**src/rtl/swp_pkg.sv**
```systemverilog
package swp_pkg;

    typedef enum logic [1:0] {
        MSG_IDLE = 2'b00,
        MSG_UPD  = 2'b01,
        MSG_INV  = 2'b10,
        MSG_OWN  = 2'b11
    } msg_e;

    typedef enum logic [2:0] {
        ST_IDLE,
        ST_WBACK,
        ST_FILL,
        ST_FILL_W,
        ST_BUS,
        ST_DONE
    } cst_e;

    // policy select: bit 1 set means write-back, else bit 0 picks invalidate over update
    function automatic msg_e store_msg(input logic [1:0] mode);
        if (mode[1]) return MSG_OWN;
        if (mode[0]) return MSG_INV;
        return MSG_UPD;
    endfunction

endpackage

```
**src/rtl/swp_snoop_decode.sv**
```systemverilog
module swp_snoop_decode
    import swp_pkg::*;
#(
    parameter int ADDR_W = 6,
    parameter int IDX_W  = 2,
    parameter int SRC_W  = 2,
    parameter int MY_ID  = 1
) (
    input  logic [1:0]              in_type,
    input  logic [ADDR_W-1:0]       in_addr,
    input  logic [SRC_W-1:0]        in_src,
    output logic                    snp_upd,
    output logic                    snp_kill,
    output logic [IDX_W-1:0]        snp_idx,
    output logic [ADDR_W-IDX_W-1:0] snp_tag
);
    logic foreign;

    always_comb begin
        foreign  = (in_src != SRC_W'(MY_ID));
        snp_upd  = foreign && (in_type == MSG_UPD);
        snp_kill = foreign && ((in_type == MSG_INV) || (in_type == MSG_OWN));
        snp_idx  = in_addr[IDX_W-1:0];
        snp_tag  = in_addr[ADDR_W-1:IDX_W];
    end

endmodule

```
**src/rtl/swp_bus_drive.sv**
```systemverilog
module swp_bus_drive
    import swp_pkg::*;
#(
    parameter int ADDR_W = 6,
    parameter int DATA_W = 16,
    parameter int SRC_W  = 2,
    parameter int MY_ID  = 1
) (
    input  logic              active,
    input  logic              gnt,
    input  msg_e              kind,
    input  logic [ADDR_W-1:0] addr,
    input  logic [DATA_W-1:0] data,
    output logic              req,
    output logic              fire,
    output logic [1:0]        out_type,
    output logic [ADDR_W-1:0] out_addr,
    output logic [DATA_W-1:0] out_data,
    output logic [SRC_W-1:0]  out_src
);
    always_comb begin
        req      = active;
        fire     = active && gnt;
        out_type = fire ? kind : MSG_IDLE;
        out_addr = fire ? addr : '0;
        out_data = (fire && (kind != MSG_OWN)) ? data : '0;
        out_src  = SRC_W'(MY_ID);
    end

endmodule

```
**src/rtl/swp_snoop_ctrl.sv**
```systemverilog
module swp_snoop_ctrl
    import swp_pkg::*;
#(
    parameter int ADDR_W = 6,
    parameter int DATA_W = 16,
    parameter int LINES  = 4,
    parameter int SRC_W  = 2,
    parameter int MY_ID  = 1
) (
    input  logic              clk,
    input  logic              rst_n,
    input  logic [1:0]        cfg_mode,
    input  logic              cpu_req,
    input  logic              cpu_we,
    input  logic [ADDR_W-1:0] cpu_addr,
    input  logic [DATA_W-1:0] cpu_wdata,
    output logic              cpu_ready,
    output logic [DATA_W-1:0] cpu_rdata,
    output logic              mem_we,
    output logic [ADDR_W-1:0] mem_waddr,
    output logic [DATA_W-1:0] mem_wdata,
    output logic              mem_re,
    output logic [ADDR_W-1:0] mem_raddr,
    input  logic [DATA_W-1:0] mem_rdata,
    output logic              bus_req,
    input  logic              bus_gnt,
    output logic [1:0]        bus_out_type,
    output logic [ADDR_W-1:0] bus_out_addr,
    output logic [DATA_W-1:0] bus_out_data,
    output logic [SRC_W-1:0]  bus_out_src,
    input  logic [1:0]        bus_in_type,
    input  logic [ADDR_W-1:0] bus_in_addr,
    input  logic [DATA_W-1:0] bus_in_data,
    input  logic [SRC_W-1:0]  bus_in_src
);
    localparam int IDX_W = $clog2(LINES);
    localparam int TAG_W = ADDR_W - IDX_W;

    typedef struct packed {
        logic             valid;
        logic             dirty;
        logic             excl;
        logic [TAG_W-1:0] tag;
        logic [DATA_W-1:0] data;
    } line_t;

    typedef struct packed {
        cst_e                   st;
        line_t [LINES-1:0]      lines;
        logic [DATA_W-1:0]      rdata;
    } regs_t;

    regs_t q, d;

    logic              is_wb;
    logic [IDX_W-1:0]  idx;
    logic [TAG_W-1:0]  tag;
    line_t             cur;
    line_t             fl;
    logic              hit;
    logic              snp_upd, snp_kill;
    logic [IDX_W-1:0]  snp_idx;
    logic [TAG_W-1:0]  snp_tag;
    logic [LINES-1:0]  snp_hit;
    logic [LINES-1:0]  flush_vec;
    logic              flush_any;
    logic              local_kill;
    logic              bus_fire;
    msg_e              st_kind;

    assign is_wb = cfg_mode[1];
    assign idx   = cpu_addr[IDX_W-1:0];
    assign tag   = cpu_addr[ADDR_W-1:IDX_W];
    assign cur   = q.lines[idx];
    assign fl    = q.lines[snp_idx];
    assign hit   = cur.valid && (cur.tag == tag);
    assign st_kind = store_msg(cfg_mode);

    swp_snoop_decode #(
        .ADDR_W(ADDR_W), .IDX_W(IDX_W), .SRC_W(SRC_W), .MY_ID(MY_ID)
    ) u_decode (
        .in_type (bus_in_type),
        .in_addr (bus_in_addr),
        .in_src  (bus_in_src),
        .snp_upd (snp_upd),
        .snp_kill(snp_kill),
        .snp_idx (snp_idx),
        .snp_tag (snp_tag)
    );

    swp_bus_drive #(
        .ADDR_W(ADDR_W), .DATA_W(DATA_W), .SRC_W(SRC_W), .MY_ID(MY_ID)
    ) u_drive (
        .active  (q.st == ST_BUS),
        .gnt     (bus_gnt),
        .kind    (st_kind),
        .addr    (cpu_addr),
        .data    (cpu_wdata),
        .req     (bus_req),
        .fire    (bus_fire),
        .out_type(bus_out_type),
        .out_addr(bus_out_addr),
        .out_data(bus_out_data),
        .out_src (bus_out_src)
    );

    // per-line snoop match and flush demand
    for (genvar gi = 0; gi < LINES; gi++) begin : g_snoop
        assign snp_hit[gi] = (snp_upd || snp_kill) && q.lines[gi].valid &&
                             (q.lines[gi].tag == snp_tag) && (snp_idx == IDX_W'(gi));
        assign flush_vec[gi] = snp_kill && snp_hit[gi] && q.lines[gi].dirty && is_wb;
    end

    assign flush_any  = |flush_vec;
    assign local_kill = snp_kill && snp_hit[idx];

    // memory write port: remote-claim flush first, then victim, then write-through
    always_comb begin
        mem_we    = 1'b0;
        mem_waddr = cpu_addr;
        mem_wdata = cpu_wdata;
        if (flush_any) begin
            mem_we    = 1'b1;
            mem_waddr = {fl.tag, snp_idx};
            mem_wdata = fl.data;
        end else if (q.st == ST_WBACK && cur.valid && cur.dirty) begin
            mem_we    = 1'b1;
            mem_waddr = {cur.tag, idx};
            mem_wdata = cur.data;
        end else if (bus_fire && !is_wb) begin
            mem_we = 1'b1;
        end
    end

    assign mem_re    = (q.st == ST_FILL);
    assign mem_raddr = cpu_addr;
    assign cpu_ready = (q.st == ST_DONE);
    assign cpu_rdata = q.rdata;

    always_comb begin
        d = q;
        unique case (q.st)
            ST_IDLE: begin
                if (cpu_req && !snp_hit[idx]) begin
                    if (hit) begin
                        if (!cpu_we) begin
                            d.rdata = cur.data;
                            d.st    = ST_DONE;
                        end else if (is_wb && cur.excl) begin
                            d.lines[idx].data  = cpu_wdata;
                            d.lines[idx].dirty = 1'b1;
                            d.st               = ST_DONE;
                        end else begin
                            d.st = ST_BUS;
                        end
                    end else if (is_wb && cur.valid && cur.dirty) begin
                        d.st = ST_WBACK;
                    end else begin
                        d.st = ST_FILL;
                    end
                end
            end
            ST_WBACK: begin
                if (!flush_any) begin
                    d.lines[idx].valid = 1'b0;
                    d.lines[idx].dirty = 1'b0;
                    d.lines[idx].excl  = 1'b0;
                    d.st               = ST_FILL;
                end
            end
            ST_FILL: begin
                d.st = ST_FILL_W;
            end
            ST_FILL_W: begin
                d.lines[idx].valid = 1'b1;
                d.lines[idx].dirty = 1'b0;
                d.lines[idx].excl  = 1'b0;
                d.lines[idx].tag   = tag;
                d.lines[idx].data  = mem_rdata;
                d.st               = ST_IDLE;
            end
            ST_BUS: begin
                if (local_kill) begin
                    d.st = ST_IDLE;
                end else if (bus_fire) begin
                    d.lines[idx].data = cpu_wdata;
                    if (is_wb) begin
                        d.lines[idx].excl  = 1'b1;
                        d.lines[idx].dirty = 1'b1;
                    end
                    d.st = ST_DONE;
                end
            end
            ST_DONE: begin
                d.st = ST_IDLE;
            end
            default: d.st = ST_IDLE;
        endcase

        // snooped traffic from other agents; a line being refilled is superseded
        for (int i = 0; i < LINES; i++) begin
            if (snp_hit[i] && !(q.st == ST_FILL_W && IDX_W'(i) == idx)) begin
                if (snp_upd) d.lines[i].data = bus_in_data;
                if (snp_kill) begin
                    d.lines[i].valid = 1'b0;
                    d.lines[i].dirty = 1'b0;
                    d.lines[i].excl  = 1'b0;
                end
            end
        end
    end

    always_ff @(posedge clk) begin
        if (!rst_n) begin
            q.st    <= ST_IDLE;
            q.lines <= '0;
            q.rdata <= '0;
        end else begin
            q <= d;
        end
    end

endmodule

```
**config.mk**
```make
export PLATFORM = sky130hd
export DESIGN_NAME = swp_snoop_ctrl
export DESIGN_NICKNAME = d
export VERILOG_FILES = /design/src/rtl/swp_pkg.sv /design/src/rtl/swp_snoop_decode.sv /design/src/rtl/swp_bus_drive.sv /design/src/rtl/swp_snoop_ctrl.sv
export SDC_FILE = /design/constraint.sdc
export NUM_CORES = 1
export LEC_CHECK = 0
export BUFFER_PORTS_ARGS = -buffer_cell sky130_fd_sc_hd__buf_2
export CELL_PAD_IN_SITES_DETAIL_PLACEMENT = 1
export CELL_PAD_IN_SITES_GLOBAL_PLACEMENT = 1
export CORE_MARGIN = 2
export CORE_UTILIZATION = 39
export CTS_BUF_LIST = sky130_fd_sc_hd__clkbuf_16
export CTS_CLUSTER_DIAMETER = 80
export CTS_CLUSTER_SIZE = 16
export DETAILED_ROUTE_END_ITERATION = 16
export GPL_TIMING_DRIVEN = 1
export PLACE_DENSITY_LB_ADDON = 0.1
export SETUP_SLACK_MARGIN = 0.02
export SYNTH_ARGS = -nofsm -noshare
export SYNTH_HDL_FRONTEND = slang
export SYNTH_HIERARCHICAL = 1
export SYNTH_SLANG_ARGS = --single-unit
```
**constraint.sdc**
```tcl
create_clock -name clk -period 2.6 [get_ports clk]
set_input_delay 0.26 -clock clk [delete_from_list [all_inputs] [get_ports clk]]
set_output_delay 0.26 -clock clk [all_outputs]
set_load 0.005 [all_outputs]
```
==> out/results.txt <==
HPWL Detailed -> 24.0 mm
Syn Std Cell Area -> 8080 um^2
Worst Tran Pin Value -> 540 ps
Hold crit path type -> in2reg
RSZ-0062 raised after global routing -> true
Setup crit start -> q[35]$_SDFFE_PN0P_
P&R area growth vs syn -> 34.0%
Max clock buf depth -> 2
NumNets Final -> 1214
Synth Register Bits -> 111
GPL Wtd Cong -> 0.902
Synth cell types -> 72
Most common cell after layout, fill and taps aside -> buf_2
Most used flip-flop cell after synthesis -> dfxtp_1
Tot GR Track Use -> 32.0%
CTS tree -> yes
Final Skew -> 18.7 ps
Chip width -> 148 um
N_diodes -> 0
Pin count of the biggest net entering global routing -> 38
H-tree depth -> 3
Power density cells -> 364 nW/um^2
Root Buffer Master -> clkbuf_16
Chip Height -> 148 um
Final WL -> 36.4 mm
Worst path required time -> 2340 ps
DRT antenna net count -> 0
Final period utilization -> 109%
Register area share after synthesis -> 27.5%
Fmax -> 0.353 GHz
First-pass GRT wire length -> 53.8 mm
Remaining global-route overflow -> 0
Fraction of registers with async set/reset -> 0%
Antenna violations before repair -> 0
Reg2reg start -> q[102]$_SDFFE_PN0P_
Die area -> 21900 um^2
Yosys warnings -> 6
Startpoint Class -> register
IO Count -> 145
Final Core Density -> 53.4%
Clock transition time at the flip-flop clock pins of the worst setup and hold paths -> 90 ps
Max rail drop VDD -> 0.317 mV
Max-slew headroom -> 64.0%
TritonCTS Buffers -> 9
Mean post-synth cell area -> 8.52 um^2
Violated checks -> setup timing
Final worst slack -> -232 ps
Fillers -> 2412
Starting density of the core -> 39.8%
Vias -> 9062
Worst-skew pair later-pin latency -> 380 ps
IO Port Bufs -> 142
Drt wl/cell -> 25.7 um
Hold Startpoint -> bus_in_data[7]
First-pass DRT Iterations -> 5
DRC Markers -> 0
CP max FO -> 5
Core area -> 20300 um^2
Syn nets -> 1020
Vias in the first global route -> 8896
Via density per instance -> 6.39
Num rows -> 52
Setup CP Type -> reg2out
Run status -> finished, violations left
Number of flops mapped to enable cells by yosys -> 0
Clk sinks -> 111
Lkg Pwr -> 4.40 nW
Cell count after synthesis -> 949
Most frequent cells in the layout -> buf_2, buf_4, dfxtp_1
CP Capture Type -> output pin
TNS Setup -> -11170 ps
Arr. time, crit path -> 2570 ps
Share of cells above drive strength 1 -> 42.1%
Minimum clock period -> 2830 ps
Setup violations, final -> 99
DR iter-0 viols -> 914
Fin. Hold Viols -> 0
Final Slew Violations -> 0
Max-cap violations -> 0
==> cells in the mapped netlist (4+ instances only) <==
master | instances | share of area [%]
clkbuf_1 | 58 | 2.7
nand2b_1 | 5 | 0.39
nand4_1 | 5 | 0.39
o211ai_1 | 24 | 2.2
mux2_2 | 4 | 0.56
mux2i_1 | 35 | 4.3
o21ai_0 | 104 | 6.4
a31oi_1 | 5 | 0.39
buf_2 | 9 | 0.56
buf_4 | 34 | 3.2
or2_2 | 4 | 0.31
dfxtp_1 | 111 | 27
nor3b_1 | 7 | 0.65
nor3b_2 | 11 | 1.7
inv_1 | 9 | 0.42
and3_1 | 7 | 0.54
xor2_1 | 10 | 1.1
nand2_1 | 96 | 4.5
buf_6 | 9 | 1.3
and2_1 | 9 | 0.70
or3_1 | 9 | 0.70
a21oi_1 | 77 | 4.8
o22ai_1 | 18 | 1.4
a222oi_1 | 20 | 2.5
nand3_1 | 18 | 1.1
o31ai_1 | 5 | 0.46
nor4_1 | 5 | 0.39
nor2b_1 | 6 | 0.46
nor2_1 | 53 | 2.5
and3_2 | 8 | 0.74
a221oi_1 | 39 | 4.2
mux4_2 | 44 | 12
o21ai_1 | 14 | 0.87
xnor2_1 | 9 | 0.98
a211oi_1 | 4 | 0.37
nor3_1 | 14 | 0.87
==> kinds of logic after synthesis <==
| kind of cell | share of synthesized area [%] |
|---|---|
| AOI/OAI and AO/OA | 27.2 |
| xor gates and xnor gates | 2.26 |
| buffers and inverters | 8.34 |
| DFF | 27.5 |
| muxes | 17.1 |
| other | 0.0929 |
| and+or+nand+nor | 17.5 |
==> per-stage QoR <==
| step | cell area (um^2) | setup WS, ps | instances | hold WS [ps] | total power (W) |
|---|---|---|---|---|---|
| 5_1_grt | 10800 | -300 | 1418 | 179 | 0.00407 |
| 4_1_cts | 10300 | -140 | 1405 | 167 | 0.00390 |
| 3_3_place_gp | 9640 | -315 | 1375 | 472 | 0.00246 |
| 6_report | 10800 | -232 | 1418 | 169 | 0.00394 |
| 3_5_place_dp | 9640 | -317 | 1375 | 480 | 0.00247 |
| 2_1_floorplan | 8130 | 1.07 | 949 | 392 | 0.00214 |
==> worst paths after layout <==
kind | to | slack [ps] | depth (start not counted)
min | q[92]$_SDFF_PN0_ | 170 | 3
min reg2reg | q[73]$_SDFF_PN0_ | 490 | 2
max reg2reg | q[18]$_SDFF_PN0_ | -170 | 10
max | mem_wdata[1] | -230 | 12
==> critical path: stages, from the launching register on <==
cell      delay [ps]
dfxtp_2          340
buf_6            120
xor2_2           140
nor4_2           300
buf_4            210
nand3_2          100
nor4bb_4         200
nor2_4           180
buf_6            140
buf_8            120
buf_12           140
o21ai_1           80
buf_2            120
==> final cells by class <==
cell class / instances / area, um^2 / area share [%]
tap: 270 / 338 / 3.12
multi-input combinational: 714 / 5730 / 52.9
inverter: 10 / 37.5 / 0.346
clock buffer: 9 / 225 / 2.08
clock inverter: 7 / 60.1 / 0.554
sequential: 111 / 2230 / 20.6
timing repair buffer: 297 / 2210 / 20.4
==> routing by layer <==
| metal | global-route usage [%] | up-vias | routed length [um] |
|---|---|---|---|
| met5 | 0 | - | 0 |
| met4 | 9.76 | 0 | 930 |
| met3 | 3.24 | 61 | 2560 |
| met2 | 52.1 | 419 | 17300 |
| met1 | 45.0 | 4592 | 15600 |
| li1 | - | 3990 | - |
==> state kept, by name, summed over array words and instances, names as in the netlist <==
| name | cells |
|---|---|
| q | 95 |
| cpu_rdata | 16 |
==> timing repair <==
item / in CTS / in global routing
setup buffers: 15 / 13
endpoints found under the setup margin: 94 / 115
gates cloned: 1 / 3
gates resized for setup: 71 / 90
pin swaps: 32 / 33
hold buffers: 0 / 0
==> power breakdown <==
group	switching, W	internal, W	leakage (nW)
sequential	0.0000140	0.00171	0.898
clock	0.000766	0.000674	0.138
combinational	0.000487	0.000290	3.36
No activity file was read; power rests on OpenSTA's default activity.
